`src/rtl/adw_pkg.sv`:
```
package adw_pkg;
  localparam int ADDR_W  = 32;
  localparam int DATA_W  = 32;
  localparam int GRAN_W  = 21;
  localparam int LOW_W   = 15;
  localparam int HIGH_W  = 7;
  localparam int REMAP_W = 11;
  localparam int NUM_WIN = 3;

  typedef enum logic [1:0] {
    FLD_LOW   = 2'd0,
    FLD_HIGH  = 2'd1,
    FLD_REMAP = 2'd2,
    FLD_NONE  = 2'd3
  } field_e;

  function automatic logic [LOW_W-1:0] rst_low(int idx);
    case (idx)
      0:       return LOW_W'(32'h80);
      1:       return LOW_W'(32'h90);
      default: return LOW_W'(32'h790);
    endcase
  endfunction

  function automatic logic [HIGH_W-1:0] rst_high(int idx);
    return (idx == 0) ? HIGH_W'(32'h0f) : HIGH_W'(32'h1f);
  endfunction
endpackage

```
`src/rtl/adw_window.sv`:
```
module adw_window #(
  parameter int ADDR_W  = 32,
  parameter int GRAN_W  = 21,
  parameter int LOW_W   = 15,
  parameter int HIGH_W  = 7,
  parameter int REMAP_W = 11,
  parameter int DATA_W  = 32,
  parameter logic [LOW_W-1:0]  LOW_RST  = '0,
  parameter logic [HIGH_W-1:0] HIGH_RST = '0,
  localparam int UNIT_W = ADDR_W - GRAN_W,
  localparam int LEN_W  = HIGH_W + 1
) (
  input  logic               clk_i,
  input  logic               rst_ni,
  input  logic               low_we_i,
  input  logic               high_we_i,
  input  logic [DATA_W-1:0]  wdata_i,
  input  logic [UNIT_W-1:0]  cpu_unit_i,
  output logic [LOW_W-1:0]   low_o,
  output logic [HIGH_W-1:0]  high_o,
  output logic [REMAP_W-1:0] remap_o,
  output logic               hit_o,
  output logic [UNIT_W-1:0]  off_unit_o
);
  localparam logic [UNIT_W-1:0] BASE_RST = LOW_RST[UNIT_W-1:0];
  localparam logic [LEN_W-1:0]  LEN_RST  =
    LEN_W'(HIGH_RST) + LEN_W'(1) - LEN_W'(LOW_RST[HIGH_W-1:0]);

  logic [LOW_W-1:0]  low_q, low_d;
  logic [HIGH_W-1:0] high_q, high_d;
  logic [REMAP_W-1:0] remap_q;
  logic [UNIT_W-1:0] base_q;
  logic [LEN_W-1:0]  len_q, len_d;
  logic              valid_d, upd;
  logic [UNIT_W:0]   end_unit;

  always_comb begin
    low_d   = low_we_i  ? wdata_i[LOW_W-1:0]  : low_q;
    high_d  = high_we_i ? wdata_i[HIGH_W-1:0] : high_q;
    valid_d = low_d[HIGH_W-1:0] <= high_d;
    len_d   = LEN_W'(high_d) + LEN_W'(1) - LEN_W'(low_d[HIGH_W-1:0]);
    upd     = (low_we_i || high_we_i) && valid_d;
  end

  always_ff @(posedge clk_i or negedge rst_ni) begin
    if (!rst_ni) begin
      low_q   <= LOW_RST;
      high_q  <= HIGH_RST;
      remap_q <= LOW_RST[REMAP_W-1:0];
      base_q  <= BASE_RST;
      len_q   <= LEN_RST;
    end else begin
      low_q  <= low_d;
      high_q <= high_d;
      if (low_we_i) remap_q <= wdata_i[REMAP_W-1:0];
      if (upd) begin
        base_q <= low_d[UNIT_W-1:0];
        len_q  <= len_d;
      end
    end
  end

  // one extra bit so a window may end exactly at the top of the space
  assign end_unit   = {1'b0, base_q} + (UNIT_W+1)'(len_q);
  assign hit_o      = ({1'b0, cpu_unit_i} >= {1'b0, base_q}) &&
                      ({1'b0, cpu_unit_i} <  end_unit);
  assign off_unit_o = cpu_unit_i - base_q;
  assign low_o      = low_q;
  assign high_o     = high_q;
  assign remap_o    = remap_q;
endmodule

```
`src/rtl/adw_prio.sv`:
```
module adw_prio #(
  parameter int NUM_WIN = 3,
  parameter int UNIT_W  = 11
) (
  input  logic [NUM_WIN-1:0]             hit_i,
  input  logic [NUM_WIN-1:0][UNIT_W-1:0] off_i,
  output logic [NUM_WIN-1:0]             grant_o,
  output logic [UNIT_W-1:0]              off_o
);
  always_comb begin
    logic taken;
    taken   = 1'b0;
    grant_o = '0;
    off_o   = '0;
    for (int w = 0; w < NUM_WIN; w++) begin
      if (hit_i[w] && !taken) begin
        grant_o[w] = 1'b1;
        off_o      = off_i[w];
        taken      = 1'b1;
      end
    end
  end
endmodule

```
`src/rtl/addr_window_decoder.sv`:
```
module addr_window_decoder
  import adw_pkg::*;
#(
  localparam int WSEL_W = (NUM_WIN > 1) ? $clog2(NUM_WIN) : 1,
  localparam int RA_W   = WSEL_W + 2,
  localparam int UNIT_W = ADDR_W - GRAN_W
) (
  input  logic               clk_i,
  input  logic               rst_ni,
  input  logic               reg_we_i,
  input  logic               reg_re_i,
  input  logic [RA_W-1:0]    reg_addr_i,
  input  logic [DATA_W-1:0]  reg_wdata_i,
  output logic [DATA_W-1:0]  reg_rdata_o,
  input  logic [ADDR_W-1:0]  cpu_addr_i,
  output logic [NUM_WIN-1:0] hit_o,
  output logic [ADDR_W-1:0]  offset_o
);
  logic [WSEL_W-1:0] wsel;
  field_e            fsel;
  logic [NUM_WIN-1:0][LOW_W-1:0]   low_q;
  logic [NUM_WIN-1:0][HIGH_W-1:0]  high_q;
  logic [NUM_WIN-1:0][REMAP_W-1:0] remap_q;
  logic [NUM_WIN-1:0]              win_hit;
  logic [NUM_WIN-1:0][UNIT_W-1:0]  win_off;
  logic [UNIT_W-1:0]               sel_off;
  logic [UNIT_W-1:0]               cpu_unit;
  logic [DATA_W-1:0]               rd_d, rdata_q;

  assign wsel     = reg_addr_i[RA_W-1:2];
  assign fsel     = field_e'(reg_addr_i[1:0]);
  assign cpu_unit = cpu_addr_i[ADDR_W-1:GRAN_W];

  for (genvar w = 0; w < NUM_WIN; w++) begin : g_win
    logic sel_w;
    assign sel_w = reg_we_i && (wsel == WSEL_W'(w));
    adw_window #(
      .ADDR_W(ADDR_W), .GRAN_W(GRAN_W), .LOW_W(LOW_W), .HIGH_W(HIGH_W),
      .REMAP_W(REMAP_W), .DATA_W(DATA_W),
      .LOW_RST(rst_low(w)), .HIGH_RST(rst_high(w))
    ) u_win (
      .clk_i      (clk_i),
      .rst_ni     (rst_ni),
      .low_we_i   (sel_w && fsel == FLD_LOW),
      .high_we_i  (sel_w && fsel == FLD_HIGH),
      .wdata_i    (reg_wdata_i),
      .cpu_unit_i (cpu_unit),
      .low_o      (low_q[w]),
      .high_o     (high_q[w]),
      .remap_o    (remap_q[w]),
      .hit_o      (win_hit[w]),
      .off_unit_o (win_off[w])
    );
  end

  adw_prio #(.NUM_WIN(NUM_WIN), .UNIT_W(UNIT_W)) u_prio (
    .hit_i   (win_hit),
    .off_i   (win_off),
    .grant_o (hit_o),
    .off_o   (sel_off)
  );

  assign offset_o = (|hit_o) ? {sel_off, cpu_addr_i[GRAN_W-1:0]} : '0;

  always_comb begin
    rd_d = '0;
    for (int w = 0; w < NUM_WIN; w++) begin
      if (wsel == WSEL_W'(w)) begin
        case (fsel)
          FLD_LOW:   rd_d = DATA_W'(low_q[w]);
          FLD_HIGH:  rd_d = DATA_W'(high_q[w]);
          FLD_REMAP: rd_d = DATA_W'(remap_q[w]);
          default:   rd_d = '0;
        endcase
      end
    end
  end

  always_ff @(posedge clk_i or negedge rst_ni) begin
    if (!rst_ni)       rdata_q <= '0;
    else if (reg_re_i) rdata_q <= rd_d;
  end

  assign reg_rdata_o = rdata_q;
endmodule

```
`config.mk`:
```
export PLATFORM = sky130hd
export DESIGN_NAME = addr_window_decoder
export DESIGN_NICKNAME = d
export VERILOG_FILES = /design/src/rtl/adw_pkg.sv /design/src/rtl/adw_window.sv /design/src/rtl/adw_prio.sv /design/src/rtl/addr_window_decoder.sv
export SDC_FILE = /design/constraint.sdc
export NUM_CORES = 1
export LEC_CHECK = 0
export ABC_AREA = 1
export CELL_PAD_IN_SITES_DETAIL_PLACEMENT = 1
export CELL_PAD_IN_SITES_GLOBAL_PLACEMENT = 1
export CORE_MARGIN = 5
export CORE_UTILIZATION = 40
export DETAILED_ROUTE_END_ITERATION = 7
export DONT_BUFFER_PORTS = 1
export PLACE_DENSITY = 0.66
export RECOVER_POWER = 25
export SLEW_MARGIN = 20
export SYNTH_ARGS = -nofsm -noshare
export SYNTH_HDL_FRONTEND = slang
export SYNTH_SLANG_ARGS = --single-unit
```
`constraint.sdc`:
```
create_clock -name clk_i -period 4.8 [get_ports clk_i]
set_input_delay 0.96 -clock clk_i [delete_from_list [all_inputs] [get_ports clk_i]]
set_output_delay 0.96 -clock clk_i [all_outputs]
set_load 0.01 [all_outputs]
```
==> impl_metrics.json, run 1 <==
{
  "outcome": "finished clean",
  "crit_path_end": "offset_o[25]",
  "drtPass1Iterations": 4,
  "syn_area_sq_mm": 0.0124,
  "seq_area_frac_synth": 0.348,
  "drc": 0,
  "nFillCells": 3730,
  "cts.sinks": 171,
  "p_per_area_mw_per_mm2": 688,
  "async_flop_share": 1.00,
  "multi_input_area_sq_mm": 0.00722,
  "start_util": 0.406,
  "cp_slowest_cell": "dfrtp_1",
  "fin_crit_sh": 0.964,
  "synthXorXnorAreaFrac": 0.0464,
  "cts_tree": "done",
  "worstSetupEndpointType": "primary output",
  "fp.dieW_microns": 186,
  "wl_per_cell_microns": 18.8,
  "grt_pass1_vias": 10919,
  "finalPower_mw": 9.53,
  "synth_mux_area_frac": 0,
  "hold_buffers": 0,
  "grt_usage": 0.212,
  "yosys.area.top_type": "dfrtp_1",
  "fin_crit_ps": 4630,
  "worstRegToRegCells": 14,
  "ys_ff_latch": 171,
  "peakVddDrop_mv": 0.294,
  "start_kind": "flop",
  "whs_ps": 226,
  "stdcell_area_sq_mm": 0.0138,
  "startpoint": "g_win[2].u_win.base_q[0]",
  "io_buffers": 0,
  "synth_compound_area_frac": 0.174,
  "vias": 10445,
  "antenna_left": 0,
  "grt_max_degree": 172,
  "antenna_found_initial": 0,
  "seq_area_sq_mm": 0.00433,
  "slew_violations": 0,
  "io_pins": 139,
  "synth.avg_cell_area_sq_um": 7.90,
  "synth_top_family_by_area": "simple AND/OR/NAND/NOR gates",
  "synth_top_flop_cell": "dfrtp_1",
  "rr_startpoint": "g_win[0].u_win.high_o[1]",
  "critical_path.cell_chain": "ha_2 -> inv_2 -> fa_2 -> nor2_2 -> a211oi_2 -> o21ai_1 -> nand2_1 -> nand2_1 -> nand2_2 -> a21oi_2 -> nand2_1 -> nand2_1 -> nand2_1 -> ha_1 -> nand4_1 -> nor2_2 -> nor2_2 -> nand4_4 -> nor2_4 -> nor2_2 -> nor2_2",
  "clock_latency_ps": 440,
  "ys_top_cells_by_area": "dfrtp_1, ha_1, nand2_1",
  "p_leak_nw": 6.83,
  "yosysWarningCount": 0,
  "cp_max_fo": 5,
  "postSynthCellCount": 1576,
  "synth_top_area_share": 0.261,
  "gp_congestion": 0.860,
  "place_area_sq_mm": 0.0129,
  "grt_overflow": 0,
  "dp_hpwl_microns": 29800,
  "synthSimpleGateAreaFrac": 0.176,
  "n_antenna_cell": 0,
  "clkTransAtPathRegs_ps": 70,
  "syn2layout_area_growth_pct": 11.2,
  "synth_edf_count": 0,
  "relSlewSlack": 0.462,
  "fin_nets": 1820,
  "max_cap_violations": 0,
  "drive_above_1_share": 0.134,
  "reg2reg_to": "g_win[0].u_win.len_q[7]",
  "tightestPinTransition_ps": 799,
  "viasPerCell": 5.21,
  "die_h_microns": 186,
  "htree_levels": 4,
  "rrSetupSlack_ps": 1970,
  "dieArea_sq_mm": 0.0347,
  "cts_buffers": 17,
  "required_ps": 3840,
  "yosysUniqueCellTypes": 55,
  "yosys.area_share.adder": 0.161,
  "dp_slack_ps": 335,
  "hold_viol": 0,
  "fin_ws_ps": 171,
  "clock.fmax_mhz": 216,
  "clk_path_buf_depth": 2,
  "crit_path_max_incr_delay_ps": 390,
  "critPathArrivalTime_ps": 3670,
  "drt-total-wl_microns": 37700,
  "crit_type": "flop to primary output",
  "cts-root-buf": "clkbuf_16",
  "coreArea_sq_mm": 0.0307,
  "drt_first_iter_violations": 338,
  "finalSetupViolations": 0,
  "hold_class": "input pin to async pin",
  "synth_common_cells": "nand2_1, inv_1, ha_1",
  "clock_skew_ps": 9.94,
  "synth.most_common_cell": "nand2_1",
  "rsz0062_at_grt": "yes",
  "fp-row-count": 64,
  "grt_pass1_wl_microns": 59800
}
[cell usage in the layout, fill, tap and decap left out, types with 4 or more instances in the layout]
cell       synthesis  layout
nand2_1          358     354
a31oi_1           11      11
inv_6              0       6
o22ai_1           13      13
nand3_1           41      39
xor2_1            40      40
xnor2_1           26      26
a32oi_1            4       4
ha_1             141     140
inv_2             24      24
o21ai_2            7       9
nor2_2             5      19
dfstp_2           41      41
o21ai_1           41      41
dfrtp_1          130     129
o21ai_0          131     129
o21bai_1           5       5
o221ai_1           5       5
a21boi_0           5       4
conb_1             1      17
nor3_1             6       6
clkbuf_16          0      18
a21oi_1           80      78
nor2_1            92      78
nand4_1           13      13
a21o_1             9       9
nor2_4             4       5
fa_1              12      10
buf_4             21      32
a221oi_1           9       9
inv_1            206     205
a21boi_2           0      21
o211ai_1          10      10
[sequential cells by signal, indices dropped and copies added (netlist names)]
signal and count:
g_win.u_win.remap_o 33, reg_rdata_o 15, g_win.u_win.low_o 45, g_win.u_win.base_q 33, g_win.u_win.len_q 24, g_win.u_win.high_o 21
[routing by layer]
layer / routed length, microns / GRT usage
met1: 17700 / 0.283
met2: 17300 / 0.347
met3: 1850 / 0.0501
met4: 808 / 0.0522
met5: 0 / 0
[area by class of cell]
type	count	share of cell area
Inverter	232	0.0631
Clock inverter	13	0.0111
Tap cell	396	0.0358
Timing Repair Buffer	37	0.0232
Multi-Input combinational cell	1136	0.521
Sequential cell	171	0.313
Clock buffer	19	0.0327
[through the flow]
stage | util | instances | setup TNS (ps)
6_report | 0.451 | 2004 | 0
5_1_grt | 0.451 | 2004 | -937
4_1_cts | 0.440 | 1989 | -3.88
3_5_place_dp | 0.420 | 1957 | 0
3_3_place_gp | 0.420 | 1957 | 0
2_1_floorplan | - | 1592 | 0
[where the power goes]
part           switching [mW]  internal, mW  total, mW
registers               0.314          1.94       2.26
clock network           0.618         0.809       1.43
logic                    3.59          2.25       5.84
total                    4.52          5.01       9.53
[worst min path at each step]
stage | from | endpoint | slack, ps
finish | rst_ni | g_win[0].u_win.remap_o[3] | 230
global route | rst_ni | g_win[0].u_win.remap_o[4] | 200
CTS | rst_ni | g_win[1].u_win.remap_o[2] | 200
detailed placement | g_win[2].u_win.remap_o[7] | g_win[2].u_win.remap_o[7] | 450
global placement | g_win[2].u_win.remap_o[7] | g_win[2].u_win.remap_o[7] | 450
floorplan | g_win[1].u_win.remap_o[8] | g_win[1].u_win.remap_o[8] | 440
[timing repair]
action / CTS / global route
pin swaps: 1 / 9
resized for setup: 7 / 60
setup buffers: 0 / 12
cloned: 0 / 3
setup endpoints to repair: 32 / 33
[logic make-up (layout without fill, tap and decap cells)]
logic type | after synthesis | in the layout
adder cells (fa/ha/maj) | 153 | 153
AO/OA/AOI/OAI | 367 | 367
other | 1 | 17
XOR/XNOR | 66 | 66
buffers and inverters | 286 | 301
AND/OR/NAND/NOR | 532 | 533
flip-flops | 171 | 171
[worst max-delay path, delay by kind of cell (launching register included)]
kind,cells,cell delay [ps]
AOI/OAI and AO/OA,3,440
adders and majority gates,3,840
buffers and inverters,1,40
DFF,1,390
and+or+nand+nor,14,1550
Note: power is estimated with default switching activity, not from simulation.
==> run 2, diff against run 1 <==
- ABC_AREA: 1 -> unset
- PLACE_DENSITY: 0.66 -> 0.64
==> run 2 against run 1 <==
Against the previous run:
- the flow now finishes with violations (setup timing)
- die area is 1.5% lower
- setup slack worse by 680 ps
- fmax is 13% lower
- synthesized area is 1.5% lower
==> impl_metrics.json, run 2 <==
{
  "gp_congestion": 0.817,
  "dp_hpwl_microns": 29000,
  "synth_top_flop_cell": "dfrtp_1",
  "p_leak_nw": 7.02,
  "drive_above_1_share": 0.193,
  "clock.fmax_mhz": 188,
  "viasPerCell": 5.37,
  "fin_crit_sh": 1.11,
  "violations": "setup timing",
  "peakVddDrop_mv": 0.464,
  "instances_no_fill": 1852,
  "drt-total-wl_microns": 37800,
  "hold_class": "input pin to async pin",
  "fp-row-count": 64,
  "grt_pass1_wl_microns": 59200,
  "clkTransAtPathRegs_ps": 80,
  "hold_viol": 0,
  "outcome": "finished with violations",
  "die_h_microns": 185,
  "hold_buffers": 0,
  "wl_per_cell_microns": 20.4,
  "synth_edf_count": 0,
  "grt_max_degree": 172,
  "ys_ff_latch": 171,
  "fin_crit_ps": 5310,
  "cts_tree": "done",
  "drc": 0,
  "cp_max_fo": 8,
  "postSynthCellCount": 1371,
  "drtPass1Iterations": 4,
  "largest_reg_flops": 45,
  "clock_skew_ps": 15.4,
  "finalSetupViolations": 35,
  "yosys.area.top_type": "dfrtp_1",
  "start_util": 0.403,
  "synth.avg_cell_area_sq_um": 8.94,
  "syn_area_sq_mm": 0.0123,
  "syn2layout_area_growth_pct": 17.4,
  "tightestPinTransition_ps": 888,
  "synth_common_cells": "nand2_1, ha_1, dfrtp_1",
  "utilization": 0.473,
  "final_common_cell": "nand2_1",
  "yosysUniqueCellTypes": 65,
  "yosysWarningCount": 0,
  "worstSetupEndpointType": "primary output",
  "rsz0062_at_grt": "yes",
  "critPathArrivalTime_ps": 4350,
  "dieArea_sq_mm": 0.0342,
  "finalPower_mw": 10.7,
  "io_pins": 139,
  "dpl.cell_count": 1793,
  "whs_ps": 219,
  "fp.dieW_microns": 185,
  "io_buffers": 0,
  "grt_pass1_vias": 10540,
  "cts-root-buf": "clkbuf_16",
  "max_cap_violations": 0,
  "fin_nets": 1668,
  "clk_path_buf_depth": 2,
  "start_kind": "flop",
  "seq_area_frac_synth": 0.353,
  "clock_latency_ps": 450,
  "antenna_found_initial": 0,
  "crit_type": "flop to primary output",
  "synth_top_area_share": 0.265,
  "required_ps": 3840,
  "ys_top_cells_by_area": "dfrtp_1, ha_1, dfstp_2",
  "slew_violations": 0,
  "vias": 9945,
  "htree_levels": 4,
  "mostFrequentLayoutCells": "nand2_1, ha_1, dfrtp_1, inv_1, buf_4",
  "coreArea_sq_mm": 0.0304,
  "fin_ws_ps": -509,
  "grt_usage": 0.222,
  "cts.sinks": 171,
  "p_per_area_mw_per_mm2": 742,
  "n_antenna_cell": 0,
  "drt_first_iter_violations": 448,
  "synth.most_common_cell": "nand2_1",
  "async_flop_share": 1.00,
  "relSlewSlack": 0.406,
  "grt_overflow": 0,
  "cts_buffers": 17,
  "antenna_left": 0
}
==> run 2: cell type report <==
type / count / area, sq um
sequential: 171 / 4330
tap: 396 / 495
clock buffer: 19 / 443
inverter: 118 / 448
clock inverter: 13 / 153
multi-input combinational: 1036 / 7710
timing repair buffer: 99 / 807
fill: 3536 / 16000
==> run 2: timing repair <==
action | 4_1_cts | 5_1_grt
pin swaps | 21 | 22
setup endpoints to repair | 35 | 35
hold endpoints to repair | 0 | 0
gates cloned | 0 | 2
gates resized for setup | 71 | 46
buffers inserted | 16 | 10
==> run 2: worst max-delay path, cell delays in order (launching register included) <==
cell and delay, ps:
dfrtp_1 400, ha_2 220, fa_2 360, a21o_1 180
a21oi_2 140, o21bai_1 100, a21oi_2 180, o21ai_2 80
xnor2_1 140, ha_2 180, or4_4 470, a221o_1 280
a21oi_2 120, a311oi_2 60, or3_4 400, buf_6 150
a41oi_2 170, a22oi_1 100, buf_4 170
==> run 2: path summary, 6_finish.rpt <==
path / from / endpoint / slack [ps] / cells after the start
max in group asynchronous: rst_ni / g_win[2].u_win.len_q[4] / 4270 / 0
hold reg to reg: g_win[1].u_win.remap_o[4] / g_win[1].u_win.remap_o[4] / 470 / 2
setup / recovery: g_win[1].u_win.len_q[0] / offset_o[31] / -510 / 18
min in group clk_i: g_win[1].u_win.remap_o[4] / g_win[1].u_win.remap_o[4] / 470 / 2
setup reg to reg: g_win[1].u_win.low_o[2] / g_win[1].u_win.base_q[5] / 1880 / 11
hold / removal: rst_ni / g_win[1].u_win.low_o[12] / 220 / 0
==> run 2: power breakdown <==
part / total, mW / switching [mW] / leakage [nW] / internal, mW
sequential: 2.23 / 0.300 / 2.06 / 1.93
clock: 1.40 / 0.641 / 0.293 / 0.755
combinational: 7.04 / 3.74 / 4.66 / 3.30
total: 10.7 / 4.68 / 7.02 / 5.99
==> run 2: logic make-up (layout without fill, tap and decap cells) <==
group | Yosys count | after routing | synth area share
adders and majority gates | 153 | 153 | 0.164
and+or+nand+nor | 417 | 417 | 0.149
muxes | 80 | 80 | 0.0685
buffers and inverters | 180 | 249 | 0.0609
AOI/OAI and AO/OA | 307 | 307 | 0.160
other | 1 | 17 | 0.000306
xor gates and xnor gates | 62 | 62 | 0.0443
DFF | 171 | 171 | 0.353
==> run 2: stage by stage <==
| stage | setup TNS, ps | instance area, sq um | worst slack [ps] |
|---|---|---|---|
| after floorplan | -27.8 | 12300 | -27.8 |
| after global placement | -2180 | 13100 | -141 |
| after detailed placement | -5790 | 13100 | -280 |
| after CTS | -15720 | 14100 | -518 |
| after global routing | -22430 | 14400 | -697 |
| final | -15180 | 14400 | -509 |
==> run 2: metal layers <==
| layer | track usage | wire length [microns] |
|---|---|---|
| met3 | 0.0403 | 1500 |
| met5 | 0 | 0 |
| met2 | 0.373 | 18400 |
| met4 | 0.0611 | 694 |
| met1 | 0.295 | 17200 |
